[src/rtl/pfb_pkg.sv]
package pfb_pkg;

    localparam int HALF_W = 16;
    localparam int WORD_W = 32;

    typedef logic [HALF_W-1:0] half_t;
    typedef logic [WORD_W-1:0] word_t;

    typedef struct packed {
        word_t bits;
        logic  is_long;
    } issue_slot_t;

    // Extended form: top three bits set and the next two bits not both zero.
    function automatic logic hw_is_long(half_t h);
        return (h[15:13] == 3'b111) && (h[12:11] != 2'b00);
    endfunction

    function automatic issue_slot_t assemble(half_t first, half_t second);
        issue_slot_t r;
        r.is_long = hw_is_long(first);
        r.bits    = r.is_long ? {first, second} : {16'h0000, first};
        return r;
    endfunction

endpackage

[src/rtl/pfb_hw_queue.sv]
module pfb_hw_queue
    import pfb_pkg::*;
#(
    parameter int DEPTH_WORDS = 3,
    localparam int SLOTS = 2 * DEPTH_WORDS,
    localparam int PTR_W = $clog2(SLOTS),
    localparam int CNT_W = $clog2(SLOTS + 1),
    localparam int WP_W  = (DEPTH_WORDS > 1) ? $clog2(DEPTH_WORDS) : 1
) (
    input  logic             clk,
    input  logic             rst,
    input  logic             flush,
    input  logic             flush_skip,
    input  logic             push,
    input  word_t            push_word,
    input  logic             pop,
    input  logic             pop_long,
    output logic [CNT_W-1:0] fill,
    output half_t            head0,
    output half_t            head1
);

    logic [SLOTS-1:0][HALF_W-1:0] hw_view;
    logic [WP_W-1:0]  wr_q;
    logic [PTR_W-1:0] rd_q;
    logic [CNT_W-1:0] fill_q;
    logic             skip_q;
    logic             skip_now;
    int               adv;

    function automatic logic [PTR_W-1:0] rd_add(logic [PTR_W-1:0] p, int k);
        int s;
        s = int'(p) + k;
        if (s >= SLOTS) s = s - SLOTS;
        return PTR_W'(s);
    endfunction

    // One storage word per queue entry, viewed as two halfword slots.
    for (genvar w = 0; w < DEPTH_WORDS; w++) begin : g_word
        word_t word_q;
        always_ff @(posedge clk) begin
            if (push && !flush && (int'(wr_q) == w)) word_q <= push_word;
        end
        assign hw_view[2*w]   = word_q[15:0];
        assign hw_view[2*w+1] = word_q[31:16];
    end

    always_comb begin
        skip_now = push && skip_q;
        adv      = (pop ? (pop_long ? 2 : 1) : 0) + (skip_now ? 1 : 0);
        head0    = hw_view[rd_q];
        head1    = hw_view[rd_add(rd_q, 1)];
        fill     = fill_q;
    end

    always_ff @(posedge clk) begin
        if (rst || flush) begin
            wr_q   <= '0;
            rd_q   <= '0;
            fill_q <= '0;
            skip_q <= rst ? 1'b0 : flush_skip;
        end else begin
            if (push) begin
                wr_q   <= (wr_q == WP_W'(DEPTH_WORDS - 1)) ? '0 : wr_q + 1'b1;
                skip_q <= 1'b0;
            end
            rd_q   <= rd_add(rd_q, adv);
            fill_q <= CNT_W'(int'(fill_q) + (push ? 2 : 0) - adv);
        end
    end

endmodule

[src/rtl/pfb_fetch_ctl.sv]
module pfb_fetch_ctl
    import pfb_pkg::*;
#(
    parameter int ADDR_W       = 32,
    parameter int DEPTH_WORDS  = 3,
    parameter int MAX_INFLIGHT = 4,
    parameter logic [ADDR_W-1:0] RESET_PC = '0,
    localparam int CNT_W = $clog2(2 * DEPTH_WORDS + 1),
    localparam int IF_W  = $clog2(MAX_INFLIGHT + 1)
) (
    input  logic              clk,
    input  logic              rst,
    input  logic              redirect,
    input  logic [ADDR_W-1:0] redirect_pc,
    input  logic [CNT_W-1:0]  fill,
    output logic              mem_req_valid,
    output logic [ADDR_W-1:0] mem_req_addr,
    input  logic              mem_req_ready,
    input  logic              mem_rsp_valid,
    output logic              push
);

    localparam logic [ADDR_W-1:0] WORD_MASK = {{(ADDR_W-2){1'b1}}, 2'b00};

    logic [ADDR_W-1:0] fetch_q;
    logic [IF_W-1:0]   inflight_q;
    logic [IF_W-1:0]   drop_q;
    logic              fire;
    int                space;

    always_comb begin
        // Halfword slots left once every live response has landed.
        space         = 2 * DEPTH_WORDS - int'(fill)
                        - 2 * (int'(inflight_q) - int'(drop_q));
        mem_req_valid = !redirect && (space >= 2) && (int'(inflight_q) < MAX_INFLIGHT);
        mem_req_addr  = fetch_q;
        fire          = mem_req_valid && mem_req_ready;
        push          = mem_rsp_valid && (drop_q == '0) && !redirect;
    end

    always_ff @(posedge clk) begin
        if (rst) begin
            fetch_q    <= RESET_PC & WORD_MASK;
            inflight_q <= '0;
            drop_q     <= '0;
        end else begin
            inflight_q <= inflight_q + IF_W'(fire) - IF_W'(mem_rsp_valid);
            if (redirect) begin
                fetch_q <= redirect_pc & WORD_MASK;
                drop_q  <= inflight_q - IF_W'(mem_rsp_valid);
            end else begin
                if (fire) fetch_q <= fetch_q + ADDR_W'(4);
                if (mem_rsp_valid && (drop_q != '0)) drop_q <= drop_q - 1'b1;
            end
        end
    end

endmodule

[src/rtl/pfb_issue.sv]
module pfb_issue
    import pfb_pkg::*;
#(
    parameter int ADDR_W = 32,
    parameter int CNT_W  = 3,
    parameter logic [ADDR_W-1:0] RESET_PC = '0
) (
    input  logic              clk,
    input  logic              rst,
    input  half_t             head0,
    input  half_t             head1,
    input  logic [CNT_W-1:0]  fill,
    input  logic              stall,
    input  logic              redirect,
    input  logic [ADDR_W-1:0] redirect_pc,
    output logic              dec_valid,
    output word_t             dec_insn,
    output logic              dec_is_long,
    output logic [ADDR_W-1:0] dec_pc,
    output logic              pop,
    output logic              pop_long
);

    localparam logic [ADDR_W-1:0] HALF_MASK = {{(ADDR_W-1){1'b1}}, 1'b0};

    issue_slot_t       slot;
    logic              complete;
    logic [ADDR_W-1:0] pc_q;

    always_comb begin
        slot        = assemble(head0, head1);
        complete    = slot.is_long ? (fill >= CNT_W'(2)) : (fill >= CNT_W'(1));
        dec_valid   = complete && !redirect;
        dec_insn    = slot.bits;
        dec_is_long = slot.is_long;
        dec_pc      = pc_q;
        pop         = dec_valid && !stall;
        pop_long    = slot.is_long;
    end

    always_ff @(posedge clk) begin
        if (rst) begin
            pc_q <= RESET_PC & HALF_MASK;
        end else if (redirect) begin
            pc_q <= redirect_pc & HALF_MASK;
        end else if (pop) begin
            pc_q <= pc_q + (slot.is_long ? ADDR_W'(4) : ADDR_W'(2));
        end
    end

endmodule

[src/rtl/insn_prefetch.sv]
module insn_prefetch
    import pfb_pkg::*;
#(
    parameter int ADDR_W       = 32,
    parameter int DEPTH_WORDS  = 3,
    parameter int MAX_INFLIGHT = 4,
    parameter logic [ADDR_W-1:0] RESET_PC = '0
) (
    input  logic              clk,
    input  logic              rst,
    output logic              mem_req_valid,
    output logic [ADDR_W-1:0] mem_req_addr,
    input  logic              mem_req_ready,
    input  logic              mem_rsp_valid,
    input  logic [31:0]       mem_rsp_data,
    output logic              dec_valid,
    output logic [31:0]       dec_insn,
    output logic              dec_is_long,
    output logic [ADDR_W-1:0] dec_pc,
    input  logic              dec_stall,
    input  logic              redir_valid,
    input  logic [ADDR_W-1:0] redir_pc
);

    localparam int CNT_W = $clog2(2 * DEPTH_WORDS + 1);

    logic [CNT_W-1:0] fill;
    half_t            head0;
    half_t            head1;
    logic             push;
    logic             pop;
    logic             pop_long;

    pfb_fetch_ctl #(
        .ADDR_W      (ADDR_W),
        .DEPTH_WORDS (DEPTH_WORDS),
        .MAX_INFLIGHT(MAX_INFLIGHT),
        .RESET_PC    (RESET_PC)
    ) u_fetch (
        .clk          (clk),
        .rst          (rst),
        .redirect     (redir_valid),
        .redirect_pc  (redir_pc),
        .fill         (fill),
        .mem_req_valid(mem_req_valid),
        .mem_req_addr (mem_req_addr),
        .mem_req_ready(mem_req_ready),
        .mem_rsp_valid(mem_rsp_valid),
        .push         (push)
    );

    pfb_hw_queue #(
        .DEPTH_WORDS(DEPTH_WORDS)
    ) u_queue (
        .clk       (clk),
        .rst       (rst),
        .flush     (redir_valid),
        .flush_skip(redir_pc[1]),
        .push      (push),
        .push_word (mem_rsp_data),
        .pop       (pop),
        .pop_long  (pop_long),
        .fill      (fill),
        .head0     (head0),
        .head1     (head1)
    );

    pfb_issue #(
        .ADDR_W  (ADDR_W),
        .CNT_W   (CNT_W),
        .RESET_PC(RESET_PC)
    ) u_issue (
        .clk        (clk),
        .rst        (rst),
        .head0      (head0),
        .head1      (head1),
        .fill       (fill),
        .stall      (dec_stall),
        .redirect   (redir_valid),
        .redirect_pc(redir_pc),
        .dec_valid  (dec_valid),
        .dec_insn   (dec_insn),
        .dec_is_long(dec_is_long),
        .dec_pc     (dec_pc),
        .pop        (pop),
        .pop_long   (pop_long)
    );

endmodule

[config.mk]
export PLATFORM = sky130hd
export DESIGN_NAME = insn_prefetch
export DESIGN_NICKNAME = d
export VERILOG_FILES = /design/src/rtl/pfb_pkg.sv /design/src/rtl/pfb_hw_queue.sv /design/src/rtl/pfb_fetch_ctl.sv /design/src/rtl/pfb_issue.sv /design/src/rtl/insn_prefetch.sv
export SDC_FILE = /design/constraint.sdc
export NUM_CORES = 1
export LEC_CHECK = 0
export CORE_MARGIN = 4
export CORE_UTILIZATION = 35
export CTS_CLUSTER_DIAMETER = 50
export CTS_CLUSTER_SIZE = 16
export DETAILED_ROUTE_END_ITERATION = 16
export PLACE_DENSITY_LB_ADDON = 0.12
export SYNTH_ARGS = -nofsm -noshare
export SYNTH_HDL_FRONTEND = slang
export SYNTH_SLANG_ARGS = --single-unit
[constraint.sdc]
create_clock -name clk -period 5.7 [get_ports clk]
set_input_delay 1.425 -clock clk [delete_from_list [all_inputs] [get_ports clk]]
set_output_delay 1.425 -clock clk [all_outputs]
set_load 0.01 [all_outputs]
After elaboration in Yosys (flattened, before gate mapping). Cells that the tools add are included.

Input port bits: 70. Output and inout bits: 99. Word-level logic and storage cells: 91. Register bits after elaboration: 175.

Reductions and logical operators: 26. Equal/unequal tests: 4. $add $sub $neg: 17. Multiplexer cells: 23. Order comparisons: 8.

Operators with widths (number): $mux 32 (6); $bmux 16 s3 (2); $add 32x2->32 (1); $add 32x3->32 const B (1); $add 32x32->32 (1); $add 4x32->32 (1); $ge 32x3->1 const B (1); $ge 32x4->1 const B (1); $mux 16 (2); $sub 32x32->32 (1); $mux 3 (5); $logic_and 1x1->1 (14); $reduce_bool 2->1 (5); $lt 3x4->1 const B (2); $eq 2x2->1 const B (3); $mux 2 (3); $sub 3x1->3 (2); $sub 3x2->3 const B (2); $mux 1 (5); $add 3x1->4 const B (1); $ge 4x3->1 const B (1); $sub 3x3->4 (1); $sub 3x3->4 const A (1); $add 3x1->3 (1); 14 further kinds (15).

Longest topological paths before layout. Gate-level depths: netlist (run 1).

Depth in word-level cells: 12. Gate-level depth with buffers: 22. Depth with buffers taken out: 21.

Modules after synthesis. From an unflattened synthesis (run 1), not the netlist that was laid out.

Cells, all modules: 956. Area total of the unflattened synthesis: 10092.2 µm².

By module, submodules not included: pfb_hw_queue (sequential area each 3072.9 µm², area an instance 5271.3 µm², instances 1, cells an instance 349); pfb_fetch_ctl (sequential area each 720.7 µm², area an instance 2531.2 µm², instances 1, cells an instance 309); pfb_issue (sequential area each 620.6 µm², area an instance 2289.7 µm², instances 1, cells an instance 298).

Worst setup path before layout (run 1). Ideal clock, no wire load.

Kind: register -> output. From: register u_fetch.inflight_q[0]. To: output mem_req_valid. Slack: 0.489 ns. Buffers on the path: 0. Arrival: 3.786 ns. Required time: 4.275 ns. Cell stages (with the launch flop): 17. Cells stage by stage: dfxtp_1 inv_1 ha_1 inv_1 fa_1 inv_1 ha_1 nor2b_1 o21a_1 nor2_1 o21bai_1 fa_1 fa_1 nor4bb_1 nand4_1 a311oi_1 nor3_1.

Word-level cells in the longest chain between the ends: 5. Elaborated cells on any way between the ends: 6. Classes of those cells: add/sub: 2; order compare: 2; reduce/logical: 2.

RTL lines: from (decl) (line pfb_fetch_ctl.sv:26) `logic [IF_W-1:0] inflight_q;`; from (signal assigned) (line pfb_fetch_ctl.sv:47) `inflight_q <= inflight_q + IF_W'(fire) - IF_W'(mem_rsp_valid);`; $sub 3x3->4 (line pfb_fetch_ctl.sv:34) `- 2 * (int'(inflight_q) - int'(drop_q));`; $sub 32x32->32 (line pfb_fetch_ctl.sv:34); $ge 32x3->1 (line pfb_fetch_ctl.sv:35) `mem_req_valid = !redirect && (space >= 2) && (int'(inflight_q) < MAX_INFLIGHT);`; $logic_and 1x1->1 (line pfb_fetch_ctl.sv:35); $logic_and 1x1->1 (*) (line pfb_fetch_ctl.sv:35); to (decl) (line insn_prefetch.sv:11) `output logic mem_req_valid,`.

Every way passes the cells marked *; elsewhere a longest branch is shown, timed or not.

Worst setup path after layout (run 1). Ends and elaborated chain as after synthesis.

==> results of run 1 <==
[cell usage after synthesis, drive strengths merged, types with 7 or more instances]
library cell  count
a21oi            26
edfxtp           97
nand2            56
a221oi           17
dfxtp            75
nand4            21
nor4             18
buf              19
o22ai            12
xnor2            13
nor2b             9
nand2b            9
o211ai           11
and2             20
and3             11
ha               28
mux2             30
inv              77
and4             10
mux2i            21
o21ai            10
a211oi           11
nor3             28
clkbuf           38
a31oi            15
nand3            26
fa               20
o31a             19
nor2             80
mux4             28
a311oi            8
nor3b            11
a21o              7
[power by group]
part,switching [mW],internal [mW],total [mW]
clock,0.582,0.591,1.17
combinational,0.635,0.566,1.20
sequential,0.0738,1.39,1.46
[worst max-delay path, stage by stage, from the launching register on]
cell	delay, ns
dfxtp_1	0.30
inv_1	0.07
ha_1	0.16
inv_1	0.05
fa_1	0.48
inv_1	0.07
ha_1	0.26
nor2b_1	0.14
o21a_1	0.17
nor2_2	0.12
o21bai_2	0.10
fa_2	0.35
fa_1	0.45
nor4bb_1	0.28
nand4_1	0.18
a311oi_2	0.31
nor3_1	0.09
clkbuf_2	0.15
[cell type report]
| cell class | instances | area share |
|---|---|---|
| clock inverter | 15 | 0.0125 |
| inverter | 78 | 0.0229 |
| timing repair buffer | 197 | 0.147 |
| tap | 384 | 0.0370 |
| sequential | 172 | 0.341 |
| clock buffer | 17 | 0.0328 |
| multi-input combinational | 663 | 0.407 |
[stage by stage]
step            util  cell area (um^2)
2_1_floorplan      -             10200
3_3_place_gp   0.430             12300
3_5_place_dp   0.430             12300
4_1_cts        0.451             12900
5_1_grt        0.452             13000
6_report       0.452             13000
[per-layer routing]
layer  track usage  vias up  part of all wire
li1              -     4003                 -
met1         0.263     4035              0.47
met2         0.285      193              0.46
met3        0.0348       35             0.043
met4        0.0518        0             0.020
met5             0        -                 0
[flip-flops by register name, summed over array words and instances (netlist names)]
signal and count:
u_fetch.inflight_q 3, u_issue.dec_pc 31, u_fetch.mem_req_addr 30, u_fetch.drop_q 3
u_queue.rd_q 3, u_queue.skip_q 1, u_queue.fill 3, u_queue.wr_q 2
u_queue.g_word.word_q 96
[what timing repair did]
action | in CTS | in global routing
pin swaps | 3 | 5
gates resized for setup | 7 | 3
setup buffers | 1 | 3
endpoints found under the setup margin | 4 | 23
[worst paths after layout]
check,from,to,cells past startpoint
worst max-delay path,u_fetch.inflight_q[0]$_SDFF_PP0_,mem_req_valid,17
worst min-delay path,u_queue.wr_q[1]$_SDFFE_PP0P_,u_queue.wr_q[1]$_SDFFE_PP0P_,2
worst max register to register,u_fetch.inflight_q[0]$_SDFF_PP0_,u_fetch.inflight_q[2]$_SDFF_PP0_,22
worst min register to register,u_queue.wr_q[1]$_SDFFE_PP0P_,u_queue.wr_q[1]$_SDFFE_PP0P_,2
[cell families after synthesis]
family	synth area share
compound gates	0.141
xor+xnor	0.0129
fa+ha+maj	0.0736
buf+inv	0.0533
flops	0.433
mux	0.116
other cells	0.000368
simple gates	0.170
==> impl_metrics.py, run 1 <==
metrics = {
    "timing": {
        "max_slew_margin": 0.212,
        "drv_slew": 0,
        "period_needed_ns": 5.57,
        "setup_viol": 0,
        "max_freq_ghz": 0.180,
        "fin_ws_ns": 0.129,
        "hold_ws_ns": 0.503,
        "hold_viol_final": 0,
        "min_period_over_period": 0.977,
        "tightest_slew_ns": 1.17,
        "fin_worst_skew_ns": 0.0171,
        "fin_setup_tns_ns": 0,
        "rsz0062_at_grt": "true",
    },
    "final_layout": {
        "nets": 1247,
        "multi_input_area_um2": 5290,
        "final_cell_mix": "161 x clkdlybuf4s50_1, 97 x edfxtp_1, 79 x nor2_1",
        "seq_area_um2": 4420,
        "n_fill_cell": 2788,
        "finalNonFillerCells": 1526,
        "drive_gt1_frac": 0.126,
        "n_antenna_cell": 0,
        "area_growth_pct": 27.2,
        "mostFrequentLayoutCell": "clkdlybuf4s50_1",
    },
    "synth": {
        "synthArstFlopShare": 0,
        "synth_area_per_cell_um2": 10.5,
        "synth_edf_count": 97,
        "ys_ff_latch": 172,
        "synth_ff_type": "edfxtp_1",
        "synth_top_area_frac": 0.286,
        "netlist_instances": 968,
        "synth_cell_types": 74,
        "yosys.area.top_type": "edfxtp_1",
        "yosys_warnings": 0,
        "synth.area.top_cells": "edfxtp_1 29%, dfxtp_1 15%, mux4_2 6.2%",
        "syn_area_um2": 10200,
        "ys_seq_area_frac": 0.433,
    },
    "die": {
        "die_width_um": 179,
        "coreArea_um2": 28700,
        "initial_core_util": 0.355,
        "rows": 62,
        "die-area_um2": 31900,
        "die_height_um": 179,
        "num_io_pins": 169,
    },
    "route": {
        "drt_wl_total_um": 29300,
        "wl_per_cell_um": 19.2,
        "vias": 8266,
        "drtIter0Drc": 502,
        "first_pass_iters": 5,
        "antenna_left": 0,
        "drc": 0,
        "vias_per_cell": 5.42,
    },
    "placed_design": {
        "gp_congestion": 0.791,
        "hpwl_um": 21100,
        "post-place-ws_ns": 0.0403,
        "dpl.cell_count": 1490,
        "port_buffers": 164,
    },
    "cts": {
        "clockBufferDepth": 2,
        "ctsHoldBuffers": 0,
        "clk_pin_slew_ns": 0.08,
        "numCtsBuffers": 17,
        "clockRootBuffer": "clkbuf_16",
        "cts_sinks": 172,
        "clock_latency_ns": 0.44,
        "ctsHtreeMaxLevel": 4,
        "cts_tree": "built",
    },
    "grt": {
        "grt_pass1_wl_um": 45500,
        "antenna_found_initial": 0,
        "overflow": 0,
        "grt_pass1_vias": 8037,
        "grt_start_max_net_pins": 64,
        "gr-usage-all-layers": 0.184,
    },
    "setup_path": {
        "critical_path_arrival_ns": 4.15,
        "crit_type": "reg -> out",
        "rrSetupSlack_ns": 0.57,
        "worst_setup_path_end_kind": "primary output",
        "crit_fanout": 2,
        "cp-start-kind": "register",
        "required_ns": 4.28,
    },
    "power_and_ir_drop": {
        "p_leak_nw": 4.48,
        "p_per_area_nw_per_um2": 296,
        "vdd_drop_max_mv": 0.152,
        "fin_total_pwr_mw": 3.83,
    },
    "worst_hold_path": {
        "hold_path.class": "reg -> reg",
    },
    "run": {
        "cap_violations": 0,
    },
    "run_status": {
        "status": "finished, final reports clean",
    },
}
(Power assumes the default switching activity.)
==> run 2: changes to the inputs <==
CORE_MARGIN = 5   (was 4)
RECOVER_POWER = 100   (was not set)
==> impl_metrics.py, run 2 (same netlist as run 1, synthesis figures left out) <==
metrics = {
    "grt": {
        "overflow": 0,
        "gr-usage-all-layers": 0.178,
        "grt_start_max_net_pins": 58,
        "grt_pass1_wl_um": 46600,
        "antenna_found_initial": 3,
        "grt_pass1_vias": 8192,
    },
    "final_layout": {
        "nets": 1246,
        "final_cell_mix": "97 x edfxtp_1, 95 x dlygate4sd3_1, 79 x nor2_1",
        "fin_util": 0.452,
        "fin_area_um2": 13000,
        "largest_reg_flops": 96,
        "area_growth_pct": 27.2,
        "finalNonFillerCells": 1527,
        "regMostFlops": "u_queue.g_word.word_q",
        "drive_gt1_frac": 0.123,
        "mostFrequentLayoutCell": "edfxtp_1",
    },
    "run_status": {
        "violations": "max-capacitance violations, max-slew violations, negative setup slack",
        "status": "complete, but fails checks",
    },
    "route": {
        "first_pass_iters": 7,
        "top_layer": "met5",
        "wl_per_cell_um": 19.3,
        "drc": 0,
        "antenna_left": 0,
        "wl_met2_um": 14000,
        "vias": 8317,
        "wl_met1_um": 13700,
        "drtIter0Drc": 502,
        "wl_met3_um": 1440,
        "vias_per_cell": 5.45,
        "drt_wl_total_um": 29500,
    },
    "die": {
        "rows": 62,
        "die-area_um2": 32600,
        "die_width_um": 181,
        "initial_core_util": 0.355,
        "coreArea_um2": 28700,
        "die_height_um": 181,
        "num_io_pins": 169,
    },
    "timing": {
        "hold_ws_ns": 0.495,
        "setup_viol": 1,
        "tightest_slew_ns": 2.21,
        "min_period_over_period": 1.00,
        "fin_worst_skew_ns": 0.0156,
        "period_needed_ns": 5.71,
        "rsz0062_at_grt": "true",
        "fin_ws_ns": -0.00661,
        "drv_slew": 113,
        "max_slew_margin": -0.473,
        "hold_viol_final": 0,
        "max_freq_ghz": 0.175,
    },
    "worst_hold_path": {
        "hold_path.class": "reg -> reg",
    },
    "power_and_ir_drop": {
        "fin_total_pwr_mw": 3.90,
        "p_per_area_nw_per_um2": 301,
        "vdd_drop_max_mv": 0.148,
        "p_leak_nw": 4.60,
    },
    "placed_design": {
        "placed_area_um2": 12300,
        "gp_congestion": 0.798,
        "dpl.cell_count": 1489,
        "hpwl_um": 21300,
        "port_buffers": 164,
    },
    "cts": {
        "clk_pin_slew_ns": 0.07,
        "clockRootBuffer": "clkbuf_16",
        "ctsHtreeMaxLevel": 4,
        "clockBufferDepth": 2,
        "clock_latency_ns": 0.44,
        "numCtsBuffers": 17,
        "cts_tree": "built",
        "cts_sinks": 172,
    },
    "setup_path": {
        "worst_setup_path_end_kind": "primary output",
        "critical_path_arrival_ns": 4.28,
        "critPathSlowestCell": "fa_1",
        "cp-start-kind": "register",
        "crit_buf_inv": 4,
        "crit_type": "reg -> out",
        "rrSetupSlack_ns": 0.35,
        "max_stage_delay_ns": 0.54,
        "cpMostUsedCell": "inv_2",
        "required_ns": 4.28,
        "cpLargestDelayFamily": "adder cells",
        "crit_path_cell_trace": "inv_2, ha_4, inv_2, fa_1, inv_2, ha_4, nor2b_4, o21a_1, nor2_2, o21bai_2, fa_2, fa_1, nor4bb_2, nand4_1, a311oi_2, nor3_1, buf_2",
        "crit_fanout": 2,
    },
    "run": {
        "cap_violations": 3,
    },
}
[run 2: cell types whose count changed in the layout (fill, tap and decap cells not counted), sizes merged]
| cell | before | now |
|---|---|---|
| dlygate4sd3 | 0 | 95 |
| clkinvlp | 1 | 0 |
| diode | 0 | 2 |
| clkdlybuf4s50 | 161 | 66 |
| clkbuf | 18 | 23 |
| buf | 35 | 30 |
[run 2: final cells by class]
cell class / count / area (um^2)
inverter: 78 / 293
sequential: 172 / 4420
clock inverter: 14 / 165
clock buffer: 18 / 429
fill: 2732 / 15700
timing repair buffer: 196 / 1870
antenna: 2 / 5.00
tap: 384 / 480
multi-input combinational: 663 / 5310
[run 2: timing repair]
item | in CTS | in global routing
hold buffers | 0 | 0
setup buffers | 2 | 2
gates resized for setup | 6 | 14
endpoints found under the setup margin | 1 | 2
pin swaps | 3 | 11
[run 2: per-stage QoR]
step | TNS [ns] | setup WS, ns
2_1_floorplan | 0 | 0.489
3_3_place_gp | 0 | 0.0880
3_5_place_dp | -0.00459 | -0.00459
4_1_cts | 0 | 0.0338
5_1_grt | -0.258 | -0.258
6_report | -0.00661 | -0.00661
[run 2: where the power goes]
part	internal [mW]	leakage (nW)	switching (mW)	total [mW]
sequential	1.39	1.50	0.0743	1.46
clock	0.594	0.290	0.576	1.17
combinational	0.609	2.81	0.659	1.27
total	2.59	4.60	1.31	3.90
[run 2: worst paths after layout]
check | start | to | depth (start not counted)
max | u_fetch.inflight_q[0]$_SDFF_PP0_ | mem_req_valid | 17
min | u_queue.wr_q[1]$_SDFFE_PP0P_ | u_queue.wr_q[1]$_SDFFE_PP0P_ | 2
max reg2reg | u_queue.rd_q[1]$_SDFF_PP0_ | u_issue.dec_pc[27]$_SDFFE_PP0P_ | 15
min reg2reg | u_queue.wr_q[1]$_SDFFE_PP0P_ | u_queue.wr_q[1]$_SDFFE_PP0P_ | 2
[run 2: routing by layer]
| metal | vias to the layer above | global-route usage |
|---|---|---|
| met3 | 24 | 0.0377 |
| met2 | 205 | 0.287 |
| met5 | - | 0 |
| li1 | 3999 | - |
| met4 | 2 | 0.0393 |
| met1 | 4087 | 0.248 |
[run 2: worst reg2reg max path: stages, from the launching register on]
cell      delay [ns]
dfxtp_1         0.71
mux2_2          0.41
a222oi_1        0.66
a211oi_4        0.27
nand2b_1        0.19
clkbuf_1        0.38
ha_1            0.27
inv_1           0.06
fa_1            0.40
nand3b_1        0.31
or2_2           0.41
nor3_1          0.17
buf_4           0.20
nand2_1         0.15
or4b_1          0.54
a21oi_1         0.15
==> run 3: changes to the inputs <==
ABC_CLOCK_PERIOD_IN_PS = 5700   (was not set)
TNS_END_PERCENT = 5   (was not set)
==> results of run 3 <==
The final DEF is identical to that of run 2; final timing and power are the same.
